<file path="src/rtl/mpe_pkg.sv">
package mpe_pkg;
    typedef enum logic [2:0] {
        ST_IDLE, ST_CLEAR, ST_WRITE, ST_READ, ST_WBACK, ST_DONE
    } mpe_state_e;

    typedef enum logic [1:0] {
        PAT_LFSR  = 2'b00,
        PAT_BYTE  = 2'b01,
        PAT_XTALK = 2'b10,
        PAT_NONE  = 2'b11
    } mpe_pat_e;

    localparam logic [7:0] BYTE_INIT = 8'h11;
    localparam logic [7:0] BYTE_STEP = 8'h0D;
    localparam int         MAX_LOG2  = 15;
endpackage

</file>
<file path="src/rtl/mpe_pattern_gen.sv">
module mpe_pattern_gen
    import mpe_pkg::*;
#(
    parameter int              DATA_W    = 32,
    parameter logic [DATA_W-1:0] LFSR_TAPS = 32'h8020_0003
) (
    input  logic              clk,
    input  logic              rst_n,
    input  logic              restart,
    input  logic              step,
    input  mpe_pat_e          sel,
    input  logic [DATA_W-1:0] seed,
    output logic [DATA_W-1:0] pat
);
    localparam int POS_W = $clog2(DATA_W);
    localparam int BYTES = DATA_W / 8;

    logic [DATA_W-1:0] lfsr_q;
    logic [7:0]        byte_q;
    logic [POS_W-1:0]  pos_q;
    logic              odd_q;
    logic [DATA_W-1:0] walk;

    always_ff @(posedge clk or negedge rst_n) begin
        if (!rst_n) begin
            lfsr_q <= '0;
            byte_q <= '0;
            pos_q  <= '0;
            odd_q  <= 1'b0;
        end else if (restart) begin
            lfsr_q <= seed;
            byte_q <= BYTE_INIT;
            pos_q  <= '0;
            odd_q  <= 1'b0;
        end else if (step) begin
            lfsr_q <= {1'b0, lfsr_q[DATA_W-1:1]} ^ (lfsr_q[0] ? LFSR_TAPS : '0);
            byte_q <= byte_q + BYTE_STEP;
            odd_q  <= ~odd_q;
            if (odd_q) pos_q <= pos_q + 1'b1;
        end
    end

    always_comb begin
        walk        = '0;
        walk[pos_q] = 1'b1;
        unique case (sel)
            PAT_LFSR:  pat = lfsr_q;
            PAT_BYTE:  pat = {BYTES{byte_q}} ^ {DATA_W{odd_q}};
            PAT_XTALK: pat = odd_q ? ~walk : walk;
            default:   pat = '0;
        endcase
    end
endmodule

</file>
<file path="src/rtl/mpe_err_acc.sv">
module mpe_err_acc #(
    parameter int DATA_W = 32
) (
    input  logic              clk,
    input  logic              rst_n,
    input  logic              clear,
    input  logic              sample,
    input  logic [DATA_W-1:0] rdata,
    input  logic [DATA_W-1:0] expected,
    output logic [DATA_W-1:0] err
);
    always_ff @(posedge clk or negedge rst_n) begin
        if (!rst_n)      err <= '0;
        else if (clear)  err <= '0;
        else if (sample) err <= err | (rdata ^ expected);
    end
endmodule

</file>
<file path="src/rtl/mem_pattern_engine.sv">
module mem_pattern_engine
    import mpe_pkg::*;
#(
    parameter int ADDR_W = 16,
    parameter int DATA_W = 32
) (
    input  logic              clk,
    input  logic              rst_n,
    input  logic              start,
    input  logic [ADDR_W-1:0] base_addr,
    input  logic [ADDR_W-1:0] span_words,
    input  logic [1:0]        pat_sel,
    input  logic [4:0]        log2_loops,
    input  logic              wr_then_rd,
    output logic              mem_req,
    output logic              mem_we,
    output logic [ADDR_W-1:0] mem_addr,
    output logic [DATA_W-1:0] mem_wdata,
    input  logic              mem_rdy,
    input  logic [DATA_W-1:0] mem_rdata,
    output logic              cmp_done,
    output logic [DATA_W-1:0] err_word,
    output logic              cfg_reject
);
    localparam int LOOP_W = MAX_LOG2 + 1;

    mpe_state_e        state_q, state_d;
    logic [ADDR_W-1:0] base_q, span_q, idx_q;
    logic [LOOP_W-1:0] loop_q, loop_last;
    logic [3:0]        log2_q;
    mpe_pat_e          sel_q;
    logic              op_wr_q;
    logic              idle_ok, cfg_bad, accept, refuse;
    logic              wback_mode, last_word, last_loop, adv;
    logic              gen_restart, gen_step;
    logic [DATA_W-1:0] pat, expected;

    assign idle_ok    = (state_q == ST_IDLE) || (state_q == ST_DONE);
    assign cfg_bad    = (log2_loops > 5'(MAX_LOG2)) || (pat_sel == PAT_NONE);
    assign accept     = idle_ok && start && !cfg_bad;
    assign refuse     = idle_ok && start && cfg_bad;
    assign wback_mode = (sel_q == PAT_BYTE) && op_wr_q;
    assign loop_last  = (LOOP_W'(1) << log2_q) - LOOP_W'(1);
    assign last_word  = (idx_q == span_q);
    assign last_loop  = (loop_q == loop_last);
    assign adv        = mem_rdy && ((state_q == ST_WRITE) || (state_q == ST_WBACK) ||
                                    (state_q == ST_READ && !wback_mode));
    assign gen_restart = (state_q == ST_CLEAR) || (adv && last_word);
    assign gen_step    = adv && !last_word;
    assign expected    = pat ^ {DATA_W{wback_mode && loop_q[0]}};

    // state register
    always_ff @(posedge clk or negedge rst_n) begin
        if (!rst_n) begin
            state_q    <= ST_IDLE;
            cfg_reject <= 1'b0;
        end else begin
            state_q    <= state_d;
            cfg_reject <= refuse;
        end
    end

    // next state
    always_comb begin
        state_d = state_q;
        unique case (state_q)
            ST_IDLE, ST_DONE: if (accept) state_d = ST_CLEAR;
            ST_CLEAR:         state_d = op_wr_q ? ST_WRITE : ST_READ;
            ST_WRITE:         if (mem_rdy && last_word && last_loop) state_d = ST_READ;
            ST_READ: if (mem_rdy) begin
                if (wback_mode)                  state_d = ST_WBACK;
                else if (last_word && last_loop) state_d = ST_DONE;
            end
            ST_WBACK: if (mem_rdy) state_d = (last_word && last_loop) ? ST_DONE : ST_READ;
            default:          state_d = ST_IDLE;
        endcase
    end

    // outputs
    always_comb begin
        mem_req   = (state_q == ST_WRITE) || (state_q == ST_READ) || (state_q == ST_WBACK);
        mem_we    = (state_q == ST_WRITE) || (state_q == ST_WBACK);
        mem_addr  = base_q + idx_q;
        mem_wdata = (state_q == ST_WBACK) ? ~expected : pat;
        cmp_done  = (state_q == ST_DONE);
    end

    // run configuration and position
    always_ff @(posedge clk or negedge rst_n) begin
        if (!rst_n) begin
            base_q  <= '0;
            span_q  <= '0;
            log2_q  <= '0;
            sel_q   <= PAT_LFSR;
            op_wr_q <= 1'b0;
            idx_q   <= '0;
            loop_q  <= '0;
        end else if (accept) begin
            base_q  <= base_addr;
            span_q  <= span_words;
            log2_q  <= log2_loops[3:0];
            sel_q   <= mpe_pat_e'(pat_sel);
            op_wr_q <= wr_then_rd;
            idx_q   <= '0;
            loop_q  <= '0;
        end else if (adv) begin
            if (last_word) begin
                idx_q  <= '0;
                loop_q <= last_loop ? '0 : loop_q + LOOP_W'(1);
            end else begin
                idx_q  <= idx_q + ADDR_W'(1);
            end
        end
    end

    mpe_pattern_gen #(.DATA_W(DATA_W)) u_gen (
        .clk     (clk),
        .rst_n   (rst_n),
        .restart (gen_restart),
        .step    (gen_step),
        .sel     (sel_q),
        .seed    (DATA_W'(base_q) | DATA_W'(1)),
        .pat     (pat)
    );

    mpe_err_acc #(.DATA_W(DATA_W)) u_err (
        .clk      (clk),
        .rst_n    (rst_n),
        .clear    (accept),
        .sample   ((state_q == ST_READ) && mem_rdy),
        .rdata    (mem_rdata),
        .expected (expected),
        .err      (err_word)
    );
endmodule

</file>
<file path="config.mk">
export PLATFORM = sky130hd
export DESIGN_NAME = mem_pattern_engine
export DESIGN_NICKNAME = d
export VERILOG_FILES = /design/src/rtl/mpe_pkg.sv /design/src/rtl/mpe_pattern_gen.sv /design/src/rtl/mpe_err_acc.sv /design/src/rtl/mem_pattern_engine.sv
export SDC_FILE = /design/constraint.sdc
export NUM_CORES = 1
export LEC_CHECK = 0
export BUFFER_PORTS_ARGS = -buffer_cell sky130_fd_sc_hd__buf_4
export CELL_PAD_IN_SITES_DETAIL_PLACEMENT = 1
export CELL_PAD_IN_SITES_GLOBAL_PLACEMENT = 1
export CORE_MARGIN = 2
export CORE_UTILIZATION = 44
export CTS_CLUSTER_DIAMETER = 50
export DETAILED_ROUTE_END_ITERATION = 8
export PLACE_DENSITY = 0.78
export SLEW_MARGIN = 40
export SYNTH_ARGS = -nofsm -noshare
export SYNTH_HDL_FRONTEND = slang
export SYNTH_SLANG_ARGS = --single-unit
</file>
<file path="constraint.sdc">
create_clock -name clk -period 4.1 [get_ports clk]
set_input_delay 0.41 -clock clk [delete_from_list [all_inputs] [get_ports clk]]
set_output_delay 0.41 -clock clk [all_outputs]
set_load 0.03 [all_outputs]
</file>
==> results_dict.tcl <==
set metrics [dict create \
    status "finished clean" \
    place_congestion 0.8407 \
    worst_slew_pin_slew_ns 0.8379 \
    synth_top_cell_area_share_pct 36.52 \
    grt_pass1_wl_um 50890 \
    drc 0 \
    cts_tree "yes" \
    vias_per_cell 5.663 \
    holdBufCountCts 0 \
    max-vdd-ir-drop_mv 0.2768 \
    cts_inserted_buffers 17 \
    coreArea_mm2 0.02340 \
    cts_max_path_buffers 2 \
    postRouteAntennaNets 0 \
    grt_max_degree 83 \
    dr.pass1.iters 5 \
    synth.distinct_cells 73 \
    io_pins 160 \
    post_cts_resized 0 \
    wl_um 32340 \
    setup_tns_ns 0 \
    worstReg2RegEnd "loop_q[5]" \
    ys_top_cells_by_area "dfrtp_1 37%, nand2_1 7.3%, xnor2_1 7.2%" \
    crit_start "idx_q[0]" \
    synth_fp_nets 1295 \
    diodes 0 \
    report.final.slew_viol_count 0 \
    postCtsSetupRepairBufs 0 \
    slowest_stage "dfrtp_1" \
    seq_area_frac_synth_pct 36.52 \
    rsz0062_at_grt "false" \
    dieArea_mm2 0.02507 \
    slowest_delay_ns 0.48 \
    yosys.area.top_type "dfrtp_1" \
    fillers 2812 \
    area_growth_pct 18.88 \
    grt_overflow 0 \
    drv_cap 0 \
    drt_iter0_markers 552 \
    io_buffers 159 \
    r2r_cells 10 \
    initial_core_util_pct 44.79 \
    min_path_type "primary input to async pin" \
    multiInputGateArea_mm2 0.006181 \
    cp.required_ns 3.69 \
    fin_nets 1413 \
    power_leakage_uw 0.005636 \
    cp-start-kind "flip-flop" \
    grt_pass1_vias 9383 \
    synth_flop_cell "dfrtp_1" \
    avgSynthCellArea_um2 8.772 \
    final.period_utilization_pct 90.43 \
    post_drt_wl_per_cell_um 19.66 \
    die_h_um 158.4 \
    synth_area_mm2 0.01048 \
    synthCells 1195 \
    cp_cell_sequence "ha_1 -> inv_1 -> fa_1 -> nor2b_1 -> o21ai_0 -> a21boi_0 -> o211ai_1 -> a31oi_1 -> nand4_1 -> o311ai_0 -> buf_4" \
    async_flop_share_pct 100.0 \
    rows 56 \
    vias 9315 \
    cts.sinks 153 \
    relSlewSlack_pct 44.02 \
    clock_latency_ns 0.43 \
    finalHoldViolCount 0 \
    ys_seq_elements 153 \
    regArea_mm2 0.003831 \
    synth_edf_count 0 \
    max_freq_ghz 0.2697 \
    path_max_fanout 8 \
    p_per_area_mw_per_mm2 354.4 \
    drive_above_1_share_pct 19.98 \
    final_cells 1645 \
    r2r-start "log2_q[1]" \
    dp.cells 1613 \
    antenna_found_initial 0 \
    critPathKind "flip-flop to output port" \
    critPathArrivalTime_ns 3.30 \
    ys_warn_count 0 \
    clk_pin_slew_ns 0.07 \
    root_buffer "clkbuf_16" \
    groute.usage.overall_pct 25.94 \
    min_period_ns 3.708 \
    setup_viol 0 \
    htree_levels 4 \
    die_w_um 158.4 \
    hpwl_um 23590 \
    clock-skew-final_ns 0.01332 \
    endpoint_kind "output port" \
    r2r_slack_ns 0.50 \
    crit_path_end "mem_addr[14]" \
]
==> cells in the final DEF (no fill, tap or decap), drive strengths merged, types with 5 or more instances in the layout <==
master	instances
nand2	204
buf	181
dfrtp	153
xnor2	86
nor2	81
mux2i	72
o21ai	68
a21oi	60
xor2	53
nand3	34
inv	32
o22ai	26
mux2	25
ha	23
clkbuf	20
nand4	18
nor3	18
nand4b	13
nor4bb	13
and3	11
nor4	9
a2bb2oi	8
a31oi	8
o21a	7
o31ai	7
a22o	7
or3	6
nor2b	6
a211oi	6
nand2b	6
and2	5
nor4b	5
==> critical path: cells and delay by family (launching register included) <==
kind                       cells  cell delay (ns)
buffers and inverters          2             0.30
and+or+nand+nor                2             0.25
DFF                            1             0.48
adders and majority gates      2             0.66
AOI/OAI and AO/OA              5             1.18
==> cells in the mapped netlist (6+ instances only) <==
cell type,count
clkbuf_1,52
mux2_2,25
nor2_1,80
or3_1,6
nor4bb_1,13
xnor2_1,86
a22o_1,7
and3_1,11
nand3_1,34
o31ai_1,7
ha_1,23
o22ai_1,26
nand4_1,17
inv_1,25
nand2_1,204
buf_2,19
mux2i_1,72
buf_6,6
o21ai_1,7
nand4b_1,13
a21oi_1,60
nor4_2,6
o21a_1,7
nor2b_1,6
a31oi_1,7
dfrtp_1,153
o21ai_0,61
xor2_1,53
nor3_1,16
a2bb2oi_1,8
nand2b_1,6
==> sequential cells by signal, indices dropped and copies added (netlist names) <==
| name | flops |
|---|---|
| sel_q | 2 |
| base_q | 16 |
| u_gen.pos_q | 5 |
| u_gen.odd_q | 1 |
| op_wr_q | 1 |
| cfg_reject | 1 |
| u_gen.byte_q | 8 |
| span_q | 16 |
| loop_q | 16 |
| u_gen.lfsr_q | 32 |
| u_err.err | 32 |
| log2_q | 4 |
| state_q | 3 |
| idx_q | 16 |
==> how the worst min path moves through the flow <==
stage                     to     startpoint  depth (start not counted)
3_5_place_dp   u_err.err[28]  u_err.err[28]                          2
2_1_floorplan      base_q[0]          rst_n                          0
5_1_grt           loop_q[15]          rst_n                          1
3_3_place_gp   u_err.err[28]  u_err.err[28]                          2
4_1_cts           loop_q[15]          rst_n                          1
6_report          loop_q[15]          rst_n                          1
==> kinds of logic (layout without fill, tap and decap cells) <==
group                      count (synthesis)  in the layout  share of synthesized area (%)
xor gates and xnor gates                 139            139                          11.61
adders and majority gates                 24             24                          2.936
muxes                                     97             97                          9.561
AOI/OAI and AO/OA                        229            229                          13.95
buffers and inverters                    109            240                          4.667
and+or+nand+nor                          444            444                          20.74
DFF                                      153            153                          36.52
==> cell type report <==
| class | instances | share of cell area, % |
|---|---|---|
| Multi-Input combinational cell | 933 | 49.60 |
| Sequential cell | 153 | 30.74 |
| Timing Repair Buffer | 182 | 11.01 |
| Clock buffer | 19 | 3.554 |
| Tap cell | 319 | 3.203 |
| Clock inverter | 13 | 1.104 |
| Inverter | 26 | 0.7831 |
==> metal layers <==
metal	part of all wire, %	up-vias	GRT usage [%]	routed length, µm
li1	-	4408	-	-
met1	47	4653	35.42	15110
met2	47	217	42.67	15160
met3	4.6	37	4.137	1496
met4	1.8	0	7.422	573
met5	0	-	0	0
==> report_power, final <==
group	leakage [µW]	switching (µW)	internal (µW)
sequential	0.00192	138	1580
combinational	0.00344	673	437
clock	0.000273	715	872
==> per-stage QoR <==
stage	total power (µW)	instance area (µm²)	util [%]	worst slack [ns]	hold slack [ns]
after CTS	4446	12460	53.24	0.3744	0.05711
after global routing	4606	12460	53.25	0.1363	0.05668
after detailed placement	2848	11880	50.76	0.5469	0.4882
after global placement	2818	11880	50.75	0.8213	0.4768
final	4416	12460	53.25	0.3923	0.002289
after floorplan	2487	10480	-	0.8062	0.1144
Note: power is estimated with default switching activity, not from simulation.
